[config.mk]
export PLATFORM = sky130hd
export DESIGN_NAME = ptw_walker
export DESIGN_NICKNAME = d
export VERILOG_FILES = /design/src/rtl/ptw_pkg.sv /design/src/rtl/ptw_rst_sync.sv /design/src/rtl/ptw_addr_gen.sv /design/src/rtl/ptw_perm_check.sv /design/src/rtl/ptw_pa_form.sv /design/src/rtl/ptw_walker.sv
export SDC_FILE = /design/constraint.sdc
export NUM_CORES = 1
export LEC_CHECK = 0
export ABC_CLOCK_PERIOD_IN_PS = 4520
export BUFFER_PORTS_ARGS = -buffer_cell sky130_fd_sc_hd__buf_4
export CAP_MARGIN = 20
export CORE_UTILIZATION = 49
export CTS_BUF_LIST = sky130_fd_sc_hd__clkbuf_4
export CTS_CLUSTER_DIAMETER = 150
export DETAILED_ROUTE_END_ITERATION = 10
export PLACE_DENSITY_LB_ADDON = 0.3
export SYNTH_ARGS = -nofsm -noshare
export SYNTH_HDL_FRONTEND = slang
export SYNTH_SLANG_ARGS = --single-unit
[constraint.sdc]
create_clock -name clk -period 4.52 [get_ports clk]
set_input_delay 0.452 -clock clk [delete_from_list [all_inputs] [get_ports clk]]
set_output_delay 0.452 -clock clk [all_outputs]
set_load 0.005 [all_outputs]
[src/rtl/ptw_pkg.sv]
package ptw_pkg;

  localparam int DATA_W  = 32;
  localparam int PG_OFF  = 12;
  localparam int PPN_LSB = 8;
  localparam int PPN_W   = DATA_W - PPN_LSB;
  localparam int PA_W    = PPN_W + PG_OFF;
  localparam int BASE_SH = 4;

  localparam int BIT_CACHE = 7;
  localparam int BIT_MOD   = 6;
  localparam int BIT_REF   = 5;
  localparam int CODE_LSB  = 2;

  typedef enum logic [1:0] {
    ET_INVALID  = 2'd0,
    ET_POINTER  = 2'd1,
    ET_PAGE     = 2'd2,
    ET_RESERVED = 2'd3
  } ent_type_e;

  typedef enum logic [1:0] {
    FC_INVALID   = 2'd0,
    FC_RESERVED  = 2'd1,
    FC_PROTECT   = 2'd2,
    FC_PRIVILEGE = 2'd3
  } fault_cause_e;

  typedef enum logic [2:0] {
    S_IDLE   = 3'd0,
    S_FETCH  = 3'd1,
    S_WAIT   = 3'd2,
    S_UPDATE = 3'd3,
    S_DONE   = 3'd4
  } walk_state_e;

endpackage

[src/rtl/ptw_rst_sync.sv]
module ptw_rst_sync (
  input  logic clk,
  input  logic arst_n,
  output logic rst_n_o
);
  logic [1:0] sync_q;

  always_ff @(posedge clk or negedge arst_n) begin
    if (!arst_n) sync_q <= 2'b00;
    else         sync_q <= {sync_q[0], 1'b1};
  end

  assign rst_n_o = sync_q[1];
endmodule

[src/rtl/ptw_addr_gen.sv]
module ptw_addr_gen
  import ptw_pkg::*;
#(
  parameter int CTX_W   = 4,
  parameter int L1_BITS = 8,
  parameter int L2_BITS = 6,
  parameter int L3_BITS = 6,
  localparam int VA_W   = L1_BITS + L2_BITS + L3_BITS + PG_OFF
) (
  input  logic [PA_W-1:0]     root_i,
  input  logic [CTX_W-1:0]    ctx_i,
  input  logic [VA_W-1:0]     va_i,
  input  logic [DATA_W-3:0]   ptr_hi_i,
  input  logic [1:0]          next_lvl_i,
  output logic [PA_W-1:0]     ctx_addr_o,
  output logic [PA_W-1:0]     next_addr_o
);
  localparam int L1_LSB = PG_OFF + L3_BITS + L2_BITS;
  localparam int L2_LSB = PG_OFF + L3_BITS;
  localparam int L3_LSB = PG_OFF;

  logic [PA_W-1:0]    base;
  logic [L1_BITS-1:0] idx;

  // pointer body (bits 31:2) sits at bit 2+BASE_SH of the byte address
  assign base = {ptr_hi_i, {(2 + BASE_SH){1'b0}}};

  always_comb begin
    idx = '0;
    case (next_lvl_i)
      2'd1:    idx = va_i[L1_LSB +: L1_BITS];
      2'd2:    idx = L1_BITS'(va_i[L2_LSB +: L2_BITS]);
      2'd3:    idx = L1_BITS'(va_i[L3_LSB +: L3_BITS]);
      default: idx = '0;
    endcase
  end

  assign ctx_addr_o  = root_i + PA_W'({ctx_i, 2'b00});
  assign next_addr_o = base + PA_W'({idx, 2'b00});
endmodule

[src/rtl/ptw_perm_check.sv]
module ptw_perm_check
  import ptw_pkg::*;
(
  input  logic [2:0]   code_i,
  input  logic         user_i,
  input  logic         write_i,
  output logic         ok_o,
  output fault_cause_e cause_o
);
  logic priv_fail;
  logic wr_right;
  logic prot_fail;

  // codes 6 and 7 have no user rights at all
  assign priv_fail = user_i & code_i[2] & code_i[1];
  // odd codes carry write; the upper odd pair is supervisor only
  assign wr_right  = code_i[0] & (~code_i[2] | ~user_i);
  assign prot_fail = write_i & ~wr_right;

  assign ok_o    = ~priv_fail & ~prot_fail;
  assign cause_o = priv_fail ? FC_PRIVILEGE : FC_PROTECT;

  always_comb begin
    if (user_i && write_i) begin
      assert (!ok_o || code_i == 3'd1 || code_i == 3'd3)
        else $error("p_user_write_codes_r7");
    end
  end
endmodule

[src/rtl/ptw_pa_form.sv]
module ptw_pa_form
  import ptw_pkg::*;
#(
  parameter int L1_BITS = 8,
  parameter int L2_BITS = 6,
  parameter int L3_BITS = 6,
  localparam int VA_W   = L1_BITS + L2_BITS + L3_BITS + PG_OFF,
  localparam int NLVL   = 4
) (
  input  logic [PPN_W-1:0] ppn_i,
  input  logic [VA_W-1:0]  va_i,
  input  logic [1:0]       lvl_i,
  output logic [PA_W-1:0]  pa_o
);
  logic [PA_W-1:0] cand [NLVL];
  logic [PA_W-1:0] page_base;

  assign page_base = {ppn_i, {PG_OFF{1'b0}}};

  for (genvar g = 0; g < NLVL; g++) begin : g_lvl
    localparam int PASS = (g == 0) ? (L1_BITS + L2_BITS + L3_BITS) :
                          (g == 1) ? (L2_BITS + L3_BITS) :
                          (g == 2) ? L3_BITS : 0;
    localparam logic [PA_W-1:0] KEEP = (PA_W'(1) << (PASS + PG_OFF)) - PA_W'(1);
    assign cand[g] = (page_base & ~KEEP) | (PA_W'(va_i) & KEEP);
  end

  assign pa_o = cand[lvl_i];
endmodule

[src/rtl/ptw_walker.sv]
module ptw_walker
  import ptw_pkg::*;
#(
  parameter int CTX_W   = 4,
  parameter int L1_BITS = 8,
  parameter int L2_BITS = 6,
  parameter int L3_BITS = 6,
  localparam int VA_W   = L1_BITS + L2_BITS + L3_BITS + PG_OFF
) (
  input  logic              clk,
  input  logic              rst_n,
  input  logic [PA_W-1:0]   ctx_root_i,
  input  logic              req_valid_i,
  output logic              req_ready_o,
  input  logic [VA_W-1:0]   req_va_i,
  input  logic [CTX_W-1:0]  req_ctx_i,
  input  logic              req_write_i,
  input  logic              req_user_i,
  output logic              rsp_valid_o,
  output logic [PA_W-1:0]   rsp_pa_o,
  output logic              rsp_cache_o,
  output logic              rsp_fault_o,
  output logic [1:0]        rsp_level_o,
  output logic [1:0]        rsp_cause_o,
  output logic              mem_req_valid_o,
  input  logic              mem_req_ready_i,
  output logic [PA_W-1:0]   mem_addr_o,
  output logic              mem_we_o,
  output logic [DATA_W-1:0] mem_wdata_o,
  input  logic              mem_rsp_valid_i,
  input  logic [DATA_W-1:0] mem_rdata_i
);
  localparam logic [1:0] LAST_LVL = 2'd3;

  logic rst_sn;

  walk_state_e       state_q, state_d;
  logic [1:0]        lvl_q, lvl_d;
  logic [PA_W-1:0]   addr_q, addr_d;
  logic [VA_W-1:0]   va_q, va_d;
  logic              wr_q, wr_d;
  logic              usr_q, usr_d;
  logic [DATA_W-1:0] wdata_q, wdata_d;
  logic [PA_W-1:0]   pa_q, pa_d;
  logic              cache_q, cache_d;
  logic              fault_q, fault_d;
  fault_cause_e      cause_q, cause_d;
  logic              en_ctl, en_res;

  logic [PA_W-1:0]   ctx_addr, next_addr, page_pa;
  logic              perm_ok;
  fault_cause_e      perm_cause;
  ent_type_e         etype;
  logic [DATA_W-1:0] marked;

  ptw_rst_sync u_rst (
    .clk     (clk),
    .arst_n  (rst_n),
    .rst_n_o (rst_sn)
  );

  ptw_addr_gen #(
    .CTX_W(CTX_W), .L1_BITS(L1_BITS), .L2_BITS(L2_BITS), .L3_BITS(L3_BITS)
  ) u_addr (
    .root_i      (ctx_root_i),
    .ctx_i       (req_ctx_i),
    .va_i        (va_q),
    .ptr_hi_i    (mem_rdata_i[DATA_W-1:2]),
    .next_lvl_i  (lvl_q + 2'd1),
    .ctx_addr_o  (ctx_addr),
    .next_addr_o (next_addr)
  );

  ptw_perm_check u_perm (
    .code_i  (mem_rdata_i[CODE_LSB +: 3]),
    .user_i  (usr_q),
    .write_i (wr_q),
    .ok_o    (perm_ok),
    .cause_o (perm_cause)
  );

  ptw_pa_form #(
    .L1_BITS(L1_BITS), .L2_BITS(L2_BITS), .L3_BITS(L3_BITS)
  ) u_pa (
    .ppn_i (mem_rdata_i[DATA_W-1:PPN_LSB]),
    .va_i  (va_q),
    .lvl_i (lvl_q),
    .pa_o  (page_pa)
  );

  assign etype  = ent_type_e'(mem_rdata_i[1:0]);
  assign marked = mem_rdata_i | (DATA_W'(1) << BIT_REF) | (DATA_W'(wr_q) << BIT_MOD);

  // next-state logic
  always_comb begin
    state_d = state_q;
    lvl_d   = lvl_q;
    addr_d  = addr_q;
    va_d    = va_q;
    wr_d    = wr_q;
    usr_d   = usr_q;
    wdata_d = wdata_q;
    pa_d    = pa_q;
    cache_d = cache_q;
    fault_d = fault_q;
    cause_d = cause_q;
    en_ctl  = 1'b0;
    en_res  = 1'b0;
    unique case (state_q)
      S_IDLE: begin
        if (req_valid_i) begin
          en_ctl  = 1'b1;
          state_d = S_FETCH;
          lvl_d   = 2'd0;
          addr_d  = ctx_addr;
          va_d    = req_va_i;
          wr_d    = req_write_i;
          usr_d   = req_user_i;
        end
      end
      S_FETCH: begin
        if (mem_req_ready_i) begin
          en_ctl  = 1'b1;
          state_d = S_WAIT;
        end
      end
      S_WAIT: begin
        if (mem_rsp_valid_i) begin
          en_ctl  = 1'b1;
          en_res  = 1'b1;
          fault_d = 1'b1;
          cache_d = 1'b0;
          state_d = S_DONE;
          unique case (etype)
            ET_INVALID:  cause_d = FC_INVALID;
            ET_RESERVED: cause_d = FC_RESERVED;
            ET_POINTER: begin
              cause_d = FC_INVALID;
              if (lvl_q != LAST_LVL) begin
                en_res  = 1'b0;
                lvl_d   = lvl_q + 2'd1;
                addr_d  = next_addr;
                state_d = S_FETCH;
              end
            end
            ET_PAGE: begin
              cause_d = perm_cause;
              if (perm_ok) begin
                fault_d = 1'b0;
                pa_d    = page_pa;
                cache_d = mem_rdata_i[BIT_CACHE];
                wdata_d = marked;
                if (marked != mem_rdata_i) state_d = S_UPDATE;
              end
            end
          endcase
        end
      end
      S_UPDATE: begin
        if (mem_req_ready_i) begin
          en_ctl  = 1'b1;
          state_d = S_DONE;
        end
      end
      S_DONE: begin
        en_ctl  = 1'b1;
        state_d = S_IDLE;
      end
      default: begin
        en_ctl  = 1'b1;
        state_d = S_IDLE;
      end
    endcase
  end

  // registers
  always_ff @(posedge clk or negedge rst_sn) begin
    if (!rst_sn) begin
      state_q <= S_IDLE;
      lvl_q   <= '0;
      addr_q  <= '0;
      va_q    <= '0;
      wr_q    <= 1'b0;
      usr_q   <= 1'b0;
      wdata_q <= '0;
    end else if (en_ctl) begin
      state_q <= state_d;
      lvl_q   <= lvl_d;
      addr_q  <= addr_d;
      va_q    <= va_d;
      wr_q    <= wr_d;
      usr_q   <= usr_d;
      wdata_q <= wdata_d;
    end
  end

  always_ff @(posedge clk or negedge rst_sn) begin
    if (!rst_sn) begin
      pa_q    <= '0;
      cache_q <= 1'b0;
      fault_q <= 1'b0;
      cause_q <= FC_INVALID;
    end else if (en_res) begin
      pa_q    <= pa_d;
      cache_q <= cache_d;
      fault_q <= fault_d;
      cause_q <= cause_d;
    end
  end

  assign req_ready_o     = (state_q == S_IDLE);
  assign mem_req_valid_o = (state_q == S_FETCH) || (state_q == S_UPDATE);
  assign mem_we_o        = (state_q == S_UPDATE);
  assign mem_addr_o      = addr_q;
  assign mem_wdata_o     = wdata_q;
  assign rsp_valid_o     = (state_q == S_DONE);
  assign rsp_pa_o        = pa_q;
  assign rsp_cache_o     = cache_q;
  assign rsp_fault_o     = fault_q;
  assign rsp_level_o     = lvl_q;
  assign rsp_cause_o     = cause_q;

  p_hold_req_r9: assert property (@(posedge clk) disable iff (!rst_sn)
    mem_req_valid_o && !mem_req_ready_i |=> mem_req_valid_o && $stable(mem_addr_o)
      && $stable(mem_we_o) && $stable(mem_wdata_o));

  p_busy_r9: assert property (@(posedge clk) disable iff (!rst_sn)
    mem_req_valid_o |-> !req_ready_o);

  p_rsp_pulse_r10: assert property (@(posedge clk) disable iff (!rst_sn)
    rsp_valid_o |=> !rsp_valid_o);

  p_wb_marks_r8: assert property (@(posedge clk) disable iff (!rst_sn)
    mem_req_valid_o && mem_we_o |-> mem_wdata_o[BIT_REF] && mem_wdata_o[1:0] == 2'b10);

  p_fault_no_wb_r8: assert property (@(posedge clk) disable iff (!rst_sn)
    rsp_valid_o && rsp_fault_o |-> !$past(mem_req_valid_o && mem_we_o));
endmodule

Word level (Yosys, flattened, before mapping). Index checks and enable logic that the tools add are counted.

Bits in registers: 149. Input port bits: 111. Output and inout port bits: 114. Logic and storage cells: 100.

$add $sub $neg: 3. Order comparisons: 1. Equal/unequal tests: 18. Mux-type cells: 37. Bitwise logic cells: 17. Reductions and logical operators: 12.

Operators with widths (number): $mux W36 (6); $bmux W36 S2 (1); $pmux W36 S2 (1); $add A36 B10 Y36 (1); $add A36 B6 Y36 (1); $or A36 B12 Y36 (1); $or A36 B18 Y36 (1); $or A36 B24 Y36 (1); $or A36 B32 Y36 (1); $ne A32 B32 Y1 (1); $or A32 B7 Y32 (1); $pmux W8 S3 (1); $mux W3 (7); $reduce_and A5 Y1 (3); $mux W1 (12); $ne A2 B2 Y1 const B (6); $pmux W3 S4 (1); $eq A2 B2 Y1 const B (4); $mux W2 (4); $eq A3 B2 Y1 const B (2); $pmux W2 S3 (1); $pmux W3 S2 (1); $reduce_and A3 Y1 (2); $reduce_and A6 Y1 (1); other kinds (17) (27).

Depth between registers and ports, before layout.
Word-level depth: 11. Mapped depth: 13. Depth with buffers taken out: 12.

Modules after synthesis. From an unflattened synthesis, not the netlist that was laid out.

Cells, all modules: 724. Area, all modules: 8204.1 sq um.

Modules (own cells, without submodules): ptw_walker (instances 1, cells each 444, area an instance 6024.5 sq um, seq. area each 3678.5 sq um); ptw_addr_gen (instances 1, cells each 231, area an instance 1697.9 sq um, seq. area each 0.0 sq um); ptw_pa_form (instances 1, cells each 39, area an instance 384.1 sq um, seq. area each 0.0 sq um); ptw_rst_sync (instances 1, cells each 3, area an instance 53.8 sq um, seq. area each 50.0 sq um); ptw_perm_check (instances 1, cells each 7, area an instance 43.8 sq um, seq. area each 0.0 sq um).

Worst setup path before layout. No wires, ideal clock.

Path type: flip-flop to flip-flop. From: reg lvl_q[1] (netlist: rsp_level_o[1]). To: reg addr_q[18] (netlist: mem_addr_o[18]). Setup time: 130 ps. Arrival time: 2776 ps. Required time: 4390 ps. Path slack: 1614 ps. Cell stages (with the launch flop): 14. Path buffers: 1. Clock period less this slack: 2906 ps. Path through: dfrtp_1 -> buf_2 -> inv_1 -> ha_1 -> a222oi_1 -> nor2_1 -> ha_1 -> fa_1 -> nand3_1 -> a211oi_4 -> and3_2 -> xor2_1 -> a22oi_1 -> o21ai_0.

Longest elaborated chain between the ends: 8. Elaborated cells between the ends (all ways): 13. Those cells by class: add/sub (2); eq/ne (5); mux (5); reduce/logical (1).

Ends and longest elaborated chain: start, declared (line ptw_walker.sv:38) `logic [1:0] lvl_q, lvl_d;`; start signal, assigned (line ptw_walker.sv:188) `lvl_q <= lvl_d;`; $add A2 B1 Y2 (line ptw_walker.sv:69) `.next_lvl_i (lvl_q + 2'd1),`; $eq A2 B2 Y1 or $eq A2 B1 Y1 (tied branches) (line ptw_addr_gen.sv:30) `case (next_lvl_i)`; $pmux W8 S3 (line ptw_addr_gen.sv:30); $add A36 B10 Y36 (line ptw_addr_gen.sv:39) `assign next_addr_o = base + PA_W'({idx, 2'b00});`; $mux W36 (line ptw_walker.sv:139) `if (lvl_q != LAST_LVL) begin`; $mux W36 (line ptw_walker.sv:134) `unique case (etype)`; $mux W36 (line ptw_walker.sv:128) `if (mem_rsp_valid_i) begin`; $pmux W36 S2 (line ptw_walker.sv:109) `unique case (state_q)`; end signal, assigned (line ptw_walker.sv:189) `addr_q <= addr_d;`; end, declared (line ptw_walker.sv:39) `logic [PA_W-1:0] addr_q, addr_d;`.

Several ways; a longest one is shown, not always the timed one. The select of a mux whose other input is x is not followed. A chain may end at the register's enable or synchronous reset.

Worst setup path after layout. Ends and elaborated chain as after synthesis.

==> summary.md <==
| Metric | Value |
|---|---|
| Hold Crit Depth | `3` |
| Worst-Skew Late Latency | `0.54 ns` |
| Post-Syn Area | `7700 um^2` |
| Setup violations, final | `0` |
| Detailed placement HPWL | `16500 um` |
| RSZ-0062 raised after global routing | `no` |
| Leading area contributor after synthesis | `dfrtp_1` |
| Adder-cell share of the synthesized area | `0.0312` |
| Vias per cell | `5.57` |
| Vias | `6852` |
| Post-synthesis compound-gate area fraction | `0.110` |
| Cell variety after synth | `64` |
| Hold Path Origin | `req_va_i[3]` |
| Final Skew | `0.0175 ns` |
| DIE AREA | `16200 um^2` |
| Final Wtd Congestion | `0.920` |
| Largest cells by area after synthesis | `dfrtp_1, nand2_1, mux2_2` |
| Post-synthesis sequential area ratio | `0.484` |
| Area growth syn-to-layout | `27.7%` |
| Initial Util | `0.505` |
| RR Endpoint | `mem_addr_o[18]$_DFFE_PN0P_` |
| Root Buffer | `clkbuf_4` |
| GRT overflow | `0` |
| Core Footprint | `15300 um^2` |
| Drt first-iter violations | `610` |
| Final Hold Fails | `0` |
| Startpoint types | `flop` |
| EDFF count, synth | `0` |
| Post-route ant nets | `0` |
| X dimension of the die | `127 um` |
| Post-route minimum period | `3.25 ns` |
| Worst reg2reg path depth | `12` |
| Mux contribution to synthesized area | `0.0871` |
| Row cnt | `45` |
| Num CTS Buffers | `17` |
| Drt drc | `0` |
| Hold Path Class | `input port to flop` |
| Synth Flop Type | `dfrtp_1` |
| Setup TNS | `0 ns` |
| Max cap viols | `0` |
| Routed WL | `22400 um` |
| Register bit total from synthesis | `149` |
| Number of antenna violations at the first check in global routing | `1` |
| Fraction of layout cells with a size suffix above 1 | `0.317` |
| Largest family of logic cells by synthesized area | `simple AND/OR/NAND/NOR gates` |
| Post-Synth XOR/XNOR Area | `0.0603` |
| CTS tree | `done` |
| Post-DP Area | `9590 um^2` |
| Syn Area/Cell | `9.74 um^2` |
| First-pass GRT wire length | `35300 um` |
| Number of port buffers | `224` |
| Max frequency | `0.308 GHz` |
| Synthesized Nets | `920` |
| Peak VDD IR | `0.326 mV` |
| Critical R2R Launch | `rsp_level_o[1]$_DFFE_PN0P_` |
| Hold Path End | `va_q[3]$_DFFE_PN0P_` |
| H-tree depth | `4` |
| I/O Pins | `225` |
| Worst slew margin relative to its limit | `0.355` |
| Post-Synthesis Cells | `791` |
| Ratio of final minimum period to clock period | `0.718` |
| Req. time, crit path | `4.93 ns` |
| Max Fanout on Critical Path | `13` |
| Status | `finished, final reports clean` |
| Post-synth ARST share | `1.00` |
| Static Leak | `4.81 nW` |
| Post-route design area | `9830 um^2` |
| Reg2reg setup slack | `1.27 ns` |
| Die Span Y | `127 um` |
| Synth warnings | `0` |
| CTS resizes | `0` |
| Vias in the first global route | `6552` |
| Clock Pin Slew Worst Setup and Hold Paths | `0.12 ns` |
| Max-slew violation count | `0` |
| CP Capture Type | `flop` |
| Crit path kind | `flop to flop` |
| Pre-antenna DRT Iters | `6` |
| Largest net degree at the start of global routing | `148` |
| PwrDens | `567 nW/um^2` |
| GRT Total Usage | `0.288` |
| Number of nets in the layout | `1137` |
| Arrival time worst endpoint | `3.66 ns` |
| Synth Area in Simple Gates | `0.197` |
| Clock Tree Buf Depth | `2` |
| Post-DR wirelength/cell | `18.2 um` |
| Clk sinks | `149` |
| Area share of the largest cell type after synthesis | `0.484` |
| Worst setup path startpoint | `rsp_level_o[1]$_DFFE_PN0P_` |
| Worst-margin pin slew | `0.964 ns` |
==> flip-flops by register name (all words and copies together), names as in the netlist, 2 cells and up <==
signal / flops
mem_addr_o: 36
rsp_pa_o: 36
mem_wdata_o: 32
va_q: 32
state_q: 3
rsp_cause_o: 2
rsp_level_o: 2
u_rst.sync_q: 2
==> synthesized netlist by cell type, drive strengths merged (2+ instances only) <==
| cell | count |
|---|---|
| mux2i | 22 |
| nor3 | 14 |
| a21o | 2 |
| xor2 | 23 |
| and2 | 5 |
| a222oi | 6 |
| o21a | 5 |
| ha | 16 |
| a31oi | 4 |
| nor3b | 2 |
| a21oi | 23 |
| nor2b | 2 |
| o21ai | 61 |
| a22oi | 6 |
| or2 | 2 |
| nand3 | 27 |
| a41oi | 2 |
| clkbuf | 15 |
| fa | 2 |
| dfrtp | 149 |
| o22a | 2 |
| and4 | 4 |
| inv | 18 |
| buf | 20 |
| a211oi | 5 |
| nand4 | 29 |
| nor4 | 8 |
| nand2 | 180 |
| o22ai | 2 |
| mux2 | 40 |
| o31ai | 2 |
| xnor2 | 30 |
| nand2b | 7 |
| nor2 | 28 |
| and3 | 9 |
| o221ai | 5 |
| a22o | 2 |
==> cell type report <==
type	instances	area (um^2)
repair buffers	233	1760
multi-input cells	589	3770
inverters	18	67.6
well taps	211	264
diodes	2	5.00
fillers	1306	5430
clock buffers	19	143
clock inverters	10	87.6
flip-flops and latches	149	3730
==> worst max-delay path: stages (launching register included) <==
cell and delay [ns]:
dfrtp_1 0.67, inv_1 0.16, ha_1 0.28, a222oi_1 0.34
nor2_1 0.08, ha_1 0.21, fa_1 0.41, nand3_1 0.18
a211oi_4 0.15, and3_2 0.26, xor2_1 0.14, a22oi_1 0.15
o21ai_0 0.10
==> per-layer routing <==
metal / global-route usage / part of all wire
met4: 0.130 / 0.035
met2: 0.448 / 0.47
met3: 0.0699 / 0.069
met1: 0.383 / 0.43
met5: 0 / 0
==> cells in the final DEF (no fill, tap or decap), types with 5 or more instances in the layout <==
master and instances:
buf_4 231, nand2_1 180, dfrtp_1 148, o21ai_0 57, mux2_2 40, xnor2_1 30
nand4_1 27, nor2_1 25, nand3_1 25, a21oi_1 23, xor2_1 23, mux2i_1 22
clkbuf_4 19, inv_1 18, ha_1 16, nor3_1 12, nor4_1 7, a222oi_1 6
nand2b_1 6, and3_1 6, a22oi_1 6, o21a_1 5, o221ai_1 5
==> worst max-delay path by stage <==
stage	endpoint	slack, ns	cells after the start
finish	mem_addr_o[18]$_DFFE_PN0P_	1.27	12
global route	mem_addr_o[18]$_DFFE_PN0P_	1.09	12
CTS	mem_addr_o[18]$_DFFE_PN0P_	1.29	12
detailed placement	mem_addr_o[18]$_DFFE_PN0P_	1.33	12
global placement	mem_addr_o[18]$_DFFE_PN0P_	1.39	12
floorplan	mem_addr_o[0]$_DFFE_PN0P_	0.06	0
==> cell families after synthesis <==
kind of cell               count (synthesis)
AOI/OAI and AO/OA                        135
xor gates and xnor gates                  53
adders and majority gates                 18
buffers and inverters                     53
DFF                                      149
muxes                                     62
other                                      1
and+or+nand+nor                          320
==> power by group <==
| part | total [mW] | switching (mW) | internal [mW] |
|---|---|---|---|
| registers | 2.37 | 0.443 | 1.93 |
| clock network | 0.736 | 0.463 | 0.273 |
| logic | 2.47 | 1.20 | 1.27 |
==> stage by stage <==
| step | std cells | power (mW) | util | hold slack, ns | setup WS (ns) |
|---|---|---|---|---|---|
| 2_1_floorplan | 791 | 3.59 | - | 0.156 | 0.0611 |
| 3_3_place_gp | 1199 | 4.80 | 0.628 | 0.235 | 1.39 |
| 3_5_place_dp | 1199 | 4.86 | 0.628 | 0.235 | 1.33 |
| 4_1_cts | 1229 | 5.60 | 0.644 | 0.0532 | 1.29 |
| 5_1_grt | 1231 | 5.99 | 0.644 | 0.0425 | 1.09 |
| 6_report | 1231 | 5.58 | 0.644 | 0.0887 | 1.27 |
==> repair_timing <==
action	in CTS	in global routing
hold buffers	1	0
hold endpoints to repair	2	0
setup buffers	0	0
No activity file was read; power rests on OpenSTA's default activity.
